--- config.mk ---
export PLATFORM = sky130hd
export DESIGN_NAME = clkgen_div_bank
export DESIGN_NICKNAME = d
export VERILOG_FILES = /design/src/rtl/clkgen_div_pkg.sv /design/src/rtl/clkgen_addr_dec.sv /design/src/rtl/clkgen_div_slot.sv /design/src/rtl/clkgen_go_seq.sv /design/src/rtl/clkgen_mult_calc.sv /design/src/rtl/clkgen_div_bank.sv
export SDC_FILE = /design/constraint.sdc
export NUM_CORES = 1
export LEC_CHECK = 0
export BUFFER_PORTS_ARGS = -buffer_cell sky130_fd_sc_hd__buf_2
export CAP_MARGIN = 25
export CORE_MARGIN = 10
export CORE_UTILIZATION = 52
export CTS_CLUSTER_DIAMETER = 120
export DETAILED_ROUTE_END_ITERATION = 10
export GPL_ROUTABILITY_DRIVEN = 0
export PLACE_DENSITY = 0.75
export SETUP_SLACK_MARGIN = 0.05
export SYNTH_ARGS = -nofsm -noshare
export SYNTH_HDL_FRONTEND = slang
export SYNTH_SLANG_ARGS = --single-unit
--- constraint.sdc ---
create_clock -name clk -period 2 [get_ports clk]
set_clock_uncertainty 0.15 [all_clocks]
set_input_delay 0.2 -clock clk [delete_from_list [all_inputs] [get_ports clk]]
set_output_delay 0.2 -clock clk [all_outputs]
set_load 0.02 [all_outputs]
--- src/rtl/clkgen_div_pkg.sv ---
package clkgen_div_pkg;

   // Bit position of the enable flag inside every divider word
   localparam int unsigned ENA_BIT = 15;
   localparam int unsigned OSEL_W  = 5;
   localparam int unsigned NUM_FIX = 4;

   // Word addresses (byte offset >> 2)
   localparam logic [7:0] W_REV    = 8'h00;
   localparam logic [7:0] W_CTL    = 8'h40;
   localparam logic [7:0] W_OSEL   = 8'h41;
   localparam logic [7:0] W_MULT   = 8'h44;
   localparam logic [7:0] W_PRE    = 8'h45;
   localparam logic [7:0] W_OSC    = 8'h49;
   localparam logic [7:0] W_POST   = 8'h4A;
   localparam logic [7:0] W_BYP    = 8'h4B;
   localparam logic [7:0] W_CMD    = 8'h4E;
   localparam logic [7:0] W_STAT   = 8'h4F;
   localparam logic [7:0] W_CKEN   = 8'h52;
   localparam logic [7:0] W_SYS_LO = 8'h46;  // system dividers 1..3
   localparam logic [7:0] W_SYS_HI = 8'h58;  // system dividers 4..9

   // Slot order of the auxiliary dividers on fix_divide / fix_enable
   typedef enum int {
      FIX_PRE  = 0,
      FIX_POST = 1,
      FIX_OSC  = 2,
      FIX_BYP  = 3
   } fix_slot_e;

   typedef struct packed {
      logic rev;
      logic ctl;
      logic osel;
      logic mult;
      logic cmd;
      logic stat;
      logic cken;
   } misc_hit_t;

   // idx is zero-based: system divider idx+1
   function automatic logic [7:0] sys_word(input int idx);
      if (idx < 3) return W_SYS_LO + 8'(idx);
      else         return W_SYS_HI + 8'(idx - 3);
   endfunction

   function automatic logic [7:0] fix_word(input int idx);
      case (idx)
         FIX_PRE:  return W_PRE;
         FIX_POST: return W_POST;
         FIX_OSC:  return W_OSC;
         default:  return W_BYP;
      endcase
   endfunction

endpackage

--- src/rtl/clkgen_addr_dec.sv ---
module clkgen_addr_dec
   import clkgen_div_pkg::*;
#(
   parameter int unsigned ADDR_W  = 8,
   parameter int unsigned NUM_SYS = 9
) (
   input  logic [ADDR_W-1:0]  addr,
   output logic [NUM_SYS-1:0] sys_hit,
   output logic [NUM_FIX-1:0] fix_hit,
   output misc_hit_t          misc
);

   for (genvar i = 0; i < NUM_SYS; i++) begin : g_sys
      assign sys_hit[i] = (addr == ADDR_W'(sys_word(i)));
   end

   for (genvar j = 0; j < NUM_FIX; j++) begin : g_fix
      assign fix_hit[j] = (addr == ADDR_W'(fix_word(j)));
   end

   assign misc.rev  = (addr == ADDR_W'(W_REV));
   assign misc.ctl  = (addr == ADDR_W'(W_CTL));
   assign misc.osel = (addr == ADDR_W'(W_OSEL));
   assign misc.mult = (addr == ADDR_W'(W_MULT));
   assign misc.cmd  = (addr == ADDR_W'(W_CMD));
   assign misc.stat = (addr == ADDR_W'(W_STAT));
   assign misc.cken = (addr == ADDR_W'(W_CKEN));

endmodule

--- src/rtl/clkgen_div_slot.sv ---
module clkgen_div_slot #(
   parameter int unsigned RATIO_W = 5,
   parameter bit          STAGED  = 1'b1
) (
   input  logic               clk,
   input  logic               rst_n,
   input  logic               wr_en,
   input  logic [RATIO_W-1:0] wr_ratio,
   input  logic               wr_enable,
   input  logic               snap,
   input  logic               commit,
   output logic [RATIO_W-1:0] rd_ratio,
   output logic               rd_enable,
   output logic [RATIO_W:0]   divide,
   output logic               act_enable
);

   logic [RATIO_W-1:0] sh_ratio;
   logic               sh_en;
   logic [RATIO_W-1:0] act_ratio;

   always_ff @(posedge clk) begin
      if (!rst_n) begin
         sh_ratio <= '0;
         sh_en    <= 1'b1;
      end else if (wr_en) begin
         sh_ratio <= wr_ratio;
         sh_en    <= wr_enable;
      end
   end

   if (STAGED) begin : g_staged
      logic [RATIO_W-1:0] pend_ratio;
      logic               pend_en;
      logic [RATIO_W-1:0] live_ratio;
      logic               live_en;

      always_ff @(posedge clk) begin
         if (!rst_n) begin
            pend_ratio <= '0;
            pend_en    <= 1'b1;
         end else if (snap) begin
            pend_ratio <= sh_ratio;
            pend_en    <= sh_en;
         end
      end

      always_ff @(posedge clk) begin
         if (!rst_n) begin
            live_ratio <= '0;
            live_en    <= 1'b1;
         end else if (commit) begin
            live_ratio <= pend_ratio;
            live_en    <= pend_en;
         end
      end

      assign act_ratio  = live_ratio;
      assign act_enable = live_en;
   end else begin : g_direct
      logic unused_tie;
      assign unused_tie = ^{snap, commit};
      assign act_ratio  = sh_ratio;
      assign act_enable = sh_en;
   end

   assign rd_ratio  = sh_ratio;
   assign rd_enable = sh_en;
   assign divide    = {1'b0, act_ratio} + {{RATIO_W{1'b0}}, 1'b1};

endmodule

--- src/rtl/clkgen_go_seq.sv ---
module clkgen_go_seq #(
   parameter int unsigned GO_CYCLES = 8
) (
   input  logic clk,
   input  logic rst_n,
   input  logic go_req,
   output logic busy,
   output logic snap,
   output logic commit
);

   localparam int unsigned CNT_W = (GO_CYCLES < 2) ? 1 : $clog2(GO_CYCLES);

   logic [CNT_W-1:0] cnt_q;
   logic             busy_q;

   assign snap   = go_req & ~busy_q;
   assign commit = busy_q & (cnt_q == '0);
   assign busy   = busy_q;

   always_ff @(posedge clk) begin
      if (!rst_n) begin
         busy_q <= 1'b0;
         cnt_q  <= '0;
      end else if (snap) begin
         busy_q <= 1'b1;
         cnt_q  <= CNT_W'(GO_CYCLES - 1);
      end else if (busy_q) begin
         if (cnt_q == '0) busy_q <= 1'b0;
         else             cnt_q  <= cnt_q - 1'b1;
      end
   end

endmodule

--- src/rtl/clkgen_mult_calc.sv ---
module clkgen_mult_calc #(
   parameter int unsigned MULT_W      = 5,
   parameter bit          DOUBLE_MODE = 1'b0
) (
   input  logic [MULT_W-1:0] field,
   output logic [MULT_W:0]   factor
);

   if (DOUBLE_MODE) begin : g_double
      assign factor = {field, 1'b0};
   end else begin : g_plus_one
      assign factor = {1'b0, field} + {{MULT_W{1'b0}}, 1'b1};
   end

endmodule

--- src/rtl/clkgen_div_bank.sv ---
module clkgen_div_bank
   import clkgen_div_pkg::*;
#(
   parameter int unsigned ADDR_W      = 8,
   parameter int unsigned DATA_W      = 32,
   parameter int unsigned NUM_SYS     = 9,
   parameter int unsigned RATIO_W     = 5,
   parameter int unsigned MULT_W      = 5,
   parameter int unsigned GO_CYCLES   = 8,
   parameter bit          DOUBLE_MODE = 1'b0,
   parameter logic [31:0] REV_ID      = 32'h5C1A_0103
) (
   input  logic                            clk,
   input  logic                            rst_n,
   input  logic                            bus_sel,
   input  logic                            bus_wr,
   input  logic [ADDR_W-1:0]               bus_addr,
   input  logic [DATA_W-1:0]               bus_wdata,
   output logic [DATA_W-1:0]               bus_rdata,
   output logic [NUM_SYS*(RATIO_W+1)-1:0]  sys_divide,
   output logic [NUM_SYS-1:0]              sys_enable,
   output logic [NUM_FIX*(RATIO_W+1)-1:0]  fix_divide,
   output logic [NUM_FIX-1:0]              fix_enable,
   output logic [MULT_W:0]                 mult_factor,
   output logic                            aux_gate_en,
   output logic                            obs_gate_en,
   output logic                            go_busy
);

   localparam int unsigned DIV_W = RATIO_W + 1;

   initial begin
      if (NUM_SYS < 1 || NUM_SYS > 9)
         $fatal(1, "NUM_SYS must lie in 1..9");
      if (RATIO_W < 2 || RATIO_W > ENA_BIT)
         $fatal(1, "RATIO_W must lie in 2..15");
      if (DATA_W < ENA_BIT + 1)
         $fatal(1, "DATA_W must hold the enable bit");
      if (MULT_W < 1 || MULT_W > DATA_W)
         $fatal(1, "MULT_W out of range");
      if (ADDR_W < 8)
         $fatal(1, "ADDR_W must be at least 8");
      if (GO_CYCLES < 1)
         $fatal(1, "GO_CYCLES must be at least 1");
   end

   // ---------------- decode ----------------
   logic [NUM_SYS-1:0] sys_hit;
   logic [NUM_FIX-1:0] fix_hit;
   misc_hit_t          misc;
   logic               wr_cyc;

   clkgen_addr_dec #(
      .ADDR_W (ADDR_W),
      .NUM_SYS(NUM_SYS)
   ) u_dec (
      .addr   (bus_addr),
      .sys_hit(sys_hit),
      .fix_hit(fix_hit),
      .misc   (misc)
   );

   assign wr_cyc = bus_sel & bus_wr;

   // ---------------- GO sequencer ----------------
   logic go_req, snap, commit, busy;

   assign go_req = wr_cyc & misc.cmd & bus_wdata[0];

   clkgen_go_seq #(
      .GO_CYCLES(GO_CYCLES)
   ) u_seq (
      .clk   (clk),
      .rst_n (rst_n),
      .go_req(go_req),
      .busy  (busy),
      .snap  (snap),
      .commit(commit)
   );

   assign go_busy = busy;

   // ---------------- divider slots ----------------
   logic [RATIO_W-1:0] sys_rd_ratio [NUM_SYS];
   logic               sys_rd_en    [NUM_SYS];
   logic [RATIO_W-1:0] fix_rd_ratio [NUM_FIX];
   logic               fix_rd_en    [NUM_FIX];

   for (genvar i = 0; i < NUM_SYS; i++) begin : g_sys
      clkgen_div_slot #(
         .RATIO_W(RATIO_W),
         .STAGED (1'b1)
      ) u_slot (
         .clk       (clk),
         .rst_n     (rst_n),
         .wr_en     (wr_cyc & sys_hit[i]),
         .wr_ratio  (bus_wdata[RATIO_W-1:0]),
         .wr_enable (bus_wdata[ENA_BIT]),
         .snap      (snap),
         .commit    (commit),
         .rd_ratio  (sys_rd_ratio[i]),
         .rd_enable (sys_rd_en[i]),
         .divide    (sys_divide[i*DIV_W +: DIV_W]),
         .act_enable(sys_enable[i])
      );
   end

   for (genvar j = 0; j < NUM_FIX; j++) begin : g_fix
      clkgen_div_slot #(
         .RATIO_W(RATIO_W),
         .STAGED (1'b0)
      ) u_slot (
         .clk       (clk),
         .rst_n     (rst_n),
         .wr_en     (wr_cyc & fix_hit[j]),
         .wr_ratio  (bus_wdata[RATIO_W-1:0]),
         .wr_enable (bus_wdata[ENA_BIT]),
         .snap      (snap),
         .commit    (commit),
         .rd_ratio  (fix_rd_ratio[j]),
         .rd_enable (fix_rd_en[j]),
         .divide    (fix_divide[j*DIV_W +: DIV_W]),
         .act_enable(fix_enable[j])
      );
   end

   // ---------------- plain registers ----------------
   logic [DATA_W-1:0] ctl_q;
   logic [OSEL_W-1:0] osel_q;
   logic [MULT_W-1:0] mult_q;
   logic [1:0]        cken_q;

   always_ff @(posedge clk) begin
      if (!rst_n) begin
         ctl_q  <= '0;
         osel_q <= '0;
         mult_q <= '0;
         cken_q <= '0;
      end else if (wr_cyc) begin
         if (misc.ctl)  ctl_q  <= bus_wdata;
         if (misc.osel) osel_q <= bus_wdata[OSEL_W-1:0];
         if (misc.mult) mult_q <= bus_wdata[MULT_W-1:0];
         if (misc.cken) cken_q <= bus_wdata[1:0];
      end
   end

   assign aux_gate_en = cken_q[0];
   assign obs_gate_en = cken_q[1];

   clkgen_mult_calc #(
      .MULT_W     (MULT_W),
      .DOUBLE_MODE(DOUBLE_MODE)
   ) u_mult (
      .field (mult_q),
      .factor(mult_factor)
   );

   // ---------------- read mux ----------------
   always_comb begin
      bus_rdata = '0;
      if (misc.rev)  bus_rdata = DATA_W'(REV_ID);
      if (misc.ctl)  bus_rdata = ctl_q;
      if (misc.osel) bus_rdata[OSEL_W-1:0] = osel_q;
      if (misc.mult) bus_rdata[MULT_W-1:0] = mult_q;
      if (misc.stat) bus_rdata[0] = busy;
      if (misc.cken) bus_rdata[1:0] = cken_q;
      for (int i = 0; i < NUM_SYS; i++) begin
         if (sys_hit[i]) begin
            bus_rdata[RATIO_W-1:0] = sys_rd_ratio[i];
            bus_rdata[ENA_BIT]     = sys_rd_en[i];
         end
      end
      for (int j = 0; j < NUM_FIX; j++) begin
         if (fix_hit[j]) begin
            bus_rdata[RATIO_W-1:0] = fix_rd_ratio[j];
            bus_rdata[ENA_BIT]     = fix_rd_en[j];
         end
      end
   end

endmodule

# ---- After elaboration in Yosys (flattened, before gate mapping)
# Index checks and enable logic that the tools add are counted.
dict set report totals {
  memories 0
  regBits 234
  latch_bits 0
  word_cells 168
  in_bits 44
  ram_bits 0
  mem_bits_ro 0
  output_inout_bits 132
}
dict set report op_classes {
  n_reduce_logical 8
  muxes 38
  shift 0
  multipliers 0
  n_div 0
  n_bitwise 19
  addsub 15
  magnitude_cmp 0
  eq_ne 20
}
# cell n
set op_table {}
lappend op_table {{8-bit by 7-bit == test with 1-bit output (second input constant)} 19}
lappend op_table {{5-bit by 1-bit adder with 6-bit output (second input constant)} 14}
lappend op_table {{5-bit two-way mux} 15}
lappend op_table {{32-bit two-way mux} 1}
lappend op_table {{31-bit two-way mux} 1}
lappend op_table {{1-bit bitwise AND} 18}
lappend op_table {{1-bit two-way mux} 17}
lappend op_table {{2-bit AND reduction} 5}
lappend op_table {{3-bit two-way mux} 3}
lappend op_table {{8-bit zero test} 1}
lappend op_table {{3-bit zero test} 1}
lappend op_table {{3-bit by 1-bit subtractor with 3-bit output (second input constant)} 1}
lappend op_table {{2-bit two-way mux} 1}
lappend op_table {{2-bit by 1-bit != test with 1-bit output (second input constant)} 1}
lappend op_table {{2-bit nonzero test} 1}
lappend op_table {{1-bit NOT} 1}

# ---- Logic depth before layout (Yosys ltp)
dict set report logic_depth {
  word_depth 20
  mapped_depth 10
  mapped_depth_nobuf 7
}

# ---- By module
# Synthesis repeated with hierarchy kept, for this count alone.
dict set report unflattened {
  cells_unflattened 1226
  area_unflattened_um2 11390.9
}
# mod cells_each n_inst area_each_um2 seq_area_each_um2
set modules_own_cells {}
lappend modules_own_cells {{clkgen_div_slot (g_sys[0].u_slot ...)} 68 9 744.5 360.3}
lappend modules_own_cells {clkgen_div_bank 429 1 2975.4 880.8}
lappend modules_own_cells {{clkgen_div_slot (g_fix[0].u_slot ...)} 30 4 299.0 120.1}
lappend modules_own_cells {clkgen_addr_dec 34 1 247.7 0.0}
lappend modules_own_cells {clkgen_go_seq 22 1 206.4 80.1}
lappend modules_own_cells {clkgen_mult_calc 9 1 65.1 0.0}

# ---- Least setup slack after synthesis
# No wires, ideal clock.
dict set report synth_timing {
  path_type {input -> output}
  startpoint {in bus_addr[1]}
  endpoint {out bus_rdata[3]}
  slack_ps -530
  path_buffers 4
  path_stages 6
  arrival_ps 2180
  t_required_ps 1650
  cell_sequence {buf_2 > buf_2 > buf_1 > buf_1 > mux2i_1 > o311ai_0}
}
dict set report synth_between {
  elab_chain_cells 17
  elab_cells_between_ends 32
  classes_between {eq/ne (16); mux (16)}
}
# element line
set synth_lines {}
lappend synth_lines {{from (decl)} clkgen_div_bank.sv:17} ;# input logic [ADDR_W-1:0] bus_addr,
lappend synth_lines {{8-bit by 7-bit == test with 1-bit output} clkgen_addr_dec.sv:22} ;# assign misc.ctl = (addr == ADDR_W'(W_CTL));
lappend synth_lines {{32-bit two-way mux} clkgen_div_bank.sv:162} ;# if (misc.ctl) bus_rdata = ctl_q;
lappend synth_lines {{5-bit two-way mux} clkgen_div_bank.sv:163} ;# if (misc.osel) bus_rdata[OSEL_W-1:0] = osel_q;
lappend synth_lines {{5-bit two-way mux} clkgen_div_bank.sv:164} ;# if (misc.mult) bus_rdata[MULT_W-1:0] = mult_q;
lappend synth_lines {{5-bit two-way mux (9 in series)} clkgen_div_bank.sv:168} ;# if (sys_hit[i]) begin
lappend synth_lines {{5-bit two-way mux (3 in series)} clkgen_div_bank.sv:174} ;# if (fix_hit[j]) begin
lappend synth_lines {{5-bit two-way mux *} clkgen_div_bank.sv:174}
lappend synth_lines {{to (decl)} clkgen_div_bank.sv:19} ;# output logic [DATA_W-1:0] bus_rdata,
# Mark *: on every way between the ends. The rest lies on a longest branch, timed or not.

# ---- Worst setup path after layout
dict set report layout_timing {
  startpoint {in bus_addr[5]}
  endpoint {out bus_rdata[3]}
}
# Same word-level chain as after synthesis.

==> metrics.md <==
| Metric | Value |
|---|---|
| PwrDens | 673 mW/mm^2 |
| Placed cell areas | 0.0129 sq mm |
| Failing checks | negative setup slack |
| Drt pass-1 iters | 6 |
| First-pass GRT wire length | 55000 um |
| Design Area, Final | 0.0148 sq mm |
| Crit-path cells | buf_6, or4b_4, buf_6, nor3_4, a22oi_1, o211ai_1, o211ai_1, o311ai_2, buf_4 |
| Die Area | 0.0278 sq mm |
| Register bit count reported by yosys | 234 |
| Post-Syn Nets | 1440 |
| Initial antenna violation count | 1 |
| Avg Inst Size Synth | 8.12 sq um |
| Setup_tns | -2.84 ns |
| Cell Int Power | 0.00780 W |
| Placed cells | 1827 |
| Total grt overflow | 0 |
| CTS Buf Count | 24 |
| Number of flops mapped to enable cells by yosys | 0 |
| Fmax | 391 MHz |
| # DRC | 0 |
| Slew margin rel. | 0.558 |
| Clk buf depth | 3 |
| Logic pwr share | 0.057 |
| Slowest-stage cell, CP | or4b_4 |
| Layout cells sized above 1 | 0.264 |
| CTS clk-pin slew, worst paths | 0.06 ns |
| Io pins | 176 |
| Largest net degree at the start of global routing | 160 |
| Initial cell density of the core | 0.532 |
| DP HPWL | 23000 um |
| Worst Hold Launch | bus_wdata[1] |
| Ys Warns | 0 |
| Iteration-0 DRC Markers | 1350 |
| Die W | 167 um |
| Worst EP arrival | 2.21 ns |
| Final Critical Period | 2.56 ns |
| Clk pwr share | 0.474 |
| Total GRT Usage | 0.231 |
| Final Hold Fails | 0 |
| PortBufs | 175 |
| Via count | 11000 |
| H-tree levels | 1 |
| Cell area after synthesis | 0.0112 sq mm |
| Tcrit/Tclk final | 1.28 |
| Peak fanout along the critical path | 5 |
| WL final | 36400 um |
| Async set-reset flop share out of synthesis | 0 |
| Actual slew at the worst max-slew pin | 0.663 ns |
| Leakage dissipation | 5.88 nW |
| Distinct cell type count after synthesis | 67 |
| Slowest stage delay, CP | 0.59 ns |
| Crit path from | bus_addr[5] |
| Final setup fails | 8 |
| Worst Path Required | 1.65 ns |
| Clk root buf | clkbuf_16 |
| End-of-flow core utilization | 0.700 |
| Setup WS post-layout | -0.557 ns |
| WS Path Type | input pin to output port |
| Average wire per standard cell | 19.1 um |
| Crit path max-delay family | simple AND/OR/NAND/NOR gates |
| NetSw | 0.00213 W |
| Max_cap viols | 0 |
| Routed Antenna Nets | 0 |
| Prevailing post-synth register cell | dfxtp_1 |
| Clk Latency, worst-skew pair | 0.52 ns |
| RSZ-0062 raised after global routing | true |
| Via count normalized by instance count | 5.79 |
| CP Capture Type | output port |
| Number of global-route vias before repair | 10500 |
| Post-synthesis cell count | 1380 |
| Area growth syn-to-layout | 31.6% |
| Layout Nets | 1679 |
| Cell row count | 53 |
| Pre-CTS setup slack | -0.558 ns |
| Hold Crit Class | input pin to flop |
| Core area | 0.0211 sq mm |
| Seq pwr share | 0.469 |
| Sw Share | 0.215 |
| Worst Setup Start Kind | input pin |
| Finished Layout Cells | 1908 |
| Final Max Tran Viols | 0 |
| R2r startpoint | u_seq.cnt_q[0] |
| CTS tree | done |
| CTS sink cnt | 234 |
| Worst vdd ir | 0.912 mV |
| Sequential area share after synthesis | 0.418 |
| Buf/Inv on CP | 3 |
| Fillcell total | 1541 |
| Die Span Y | 167 um |
| Status | finished, violations left |
-- worst paths after layout --
path | end | slack, ns | depth (start not counted)
worst min-delay path | g_sys[6].u_slot.rd_ratio[1] | 0.03 | 3
worst max register to register | g_sys[1].u_slot.act_ratio[4] | 0.29 | 6
worst max-delay path | bus_rdata[3] | -0.56 | 9
worst min register to register | g_sys[8].u_slot.act_ratio[0] | 0.29 | 2
-- placed cells by master, fill, tap and decap left out, types with 6 or more instances in the layout --
cell,n
nand2_1,368
dfxtp_1,209
a21boi_0,150
buf_2,131
buf_4,106
nand3_1,83
mux2i_1,61
nor2b_1,43
buf_6,42
o21ai_0,39
nor2_1,36
dlygate4sd3_1,30
clkbuf_16,27
xnor2_1,26
dfxtp_2,23
inv_1,20
and2_4,18
xor2_1,14
a21oi_1,14
a21boi_1,11
a21o_1,9
ha_1,9
buf_12,9
nor3_1,7
o22ai_1,7
a31oi_1,6
-- synth_stat cells, drive strengths merged (2+ instances only) --
master,number,area (sq um)
a21o,9,67.6
o221ai,2,17.5
clkbuf,79,297
a32oi,4,35.0
o311ai,2,17.5
nor2b,43,269
nand2,371,1400
nand3,88,440
nor4,2,27.5
xor2,14,123
o32ai,4,35.0
a311oi,2,17.5
o22ai,7,43.8
a22o,2,17.5
mux2i,61,611
nand2b,5,31.3
a21boi,161,1210
a221oi,4,35.0
o21ai,45,225
or2,2,12.5
o211ai,5,37.5
xnor2,29,254
a31oi,6,37.5
mux2,2,22.5
inv,22,82.6
nor3,10,60.1
nand3b,2,15.0
o21a,3,22.5
a22oi,4,35.0
a211oi,2,15.0
a21oi,17,85.1
nor2,45,189
and3,3,18.8
and2,23,144
nor3b,2,15.0
buf,30,203
dfxtp,234,4680
a2bb2oi,2,17.5
nand4,2,12.5
ha,16,200
-- cell type report --
cell class                 instances  area, sq um  area share
timing repair buffer             322         2500       0.169
inverter                          22         82.6     0.00560
multi-input combinational       1015         6280       0.426
clock buffer                      32          682      0.0462
clock inverter                     7          141     0.00958
sequential                       234         4720       0.320
antenna                            1         2.50    0.000170
tap                              275          344      0.0233
-- what timing repair did --
| action | in CTS | in global routing |
|---|---|---|
| cloned | 1 | 2 |
| resized for setup | 90 | 96 |
| buffers inserted | 6 | 3 |
| endpoints found under the hold margin | 37 | 0 |
| setup endpoints to repair | 36 | 47 |
| hold buffers | 30 | 0 |
| pin swaps | 16 | 24 |
-- registers in the layout (all words and copies together) (netlist names) --
| register | flops |
|---|---|
| ctl_q | 32 |
| g_sys.u_slot.g_staged.pend_ratio | 45 |
| g_sys.u_slot.rd_enable | 9 |
| cken_q | 2 |
| u_seq.busy | 1 |
| g_sys.u_slot.rd_ratio | 45 |
| osel_q | 5 |
| g_sys.u_slot.act_ratio | 45 |
| g_sys.u_slot.g_staged.pend_en | 9 |
| u_seq.cnt_q | 3 |
| mult_q | 5 |
| g_fix.u_slot.rd_ratio | 20 |
| g_sys.u_slot.act_enable | 9 |
| g_fix.u_slot.act_enable | 4 |
-- cells by family after synthesis --
group | count (synthesis) | synth area share
flip-flops | 234 | 0.418
XOR/XNOR | 43 | 0.0336
AO/OA/AOI/OAI | 291 | 0.184
adder cells (fa/ha/maj) | 16 | 0.0179
buffers and inverters | 131 | 0.0519
multiplexers | 63 | 0.0565
AND/OR/NAND/NOR | 602 | 0.238
-- routing by layer --
layer | up-vias | global-route usage | share of wire
met5 | - | 0 | 0
met4 | 0 | 0.0901 | 0.054
met3 | 165 | 0.0544 | 0.10
met2 | 635 | 0.373 | 0.45
met1 | 5124 | 0.292 | 0.39
li1 | 5119 | - | -
-- worst min-delay path, stage by stage --
cell	delay, ns
buf_2	0.26
nand2_1	0.11
a21boi_0	0.07
-- power by group through the flow --
stage / registers [W] / logic [W] / clock network (W)
after CTS: 0.00466 / 0.000518 / 0.00473
final: 0.00466 / 0.000567 / 0.00470
after global routing: 0.00466 / 0.000587 / 0.00494
after detailed placement: 0.00477 / 0.000453 / 0
after global placement: 0.00477 / 0.000451 / 0
after floorplan: 0.00477 / 0.000250 / 0
-- per-stage QoR --
step	total power, W	hold slack (ns)
final	0.00993	0.0263
after global routing	0.0102	0.0172
after CTS	0.00992	0.00235
after detailed placement	0.00522	0.299
after global placement	0.00522	0.296
after floorplan	0.00502	0.178
(Power assumes the default switching activity.)
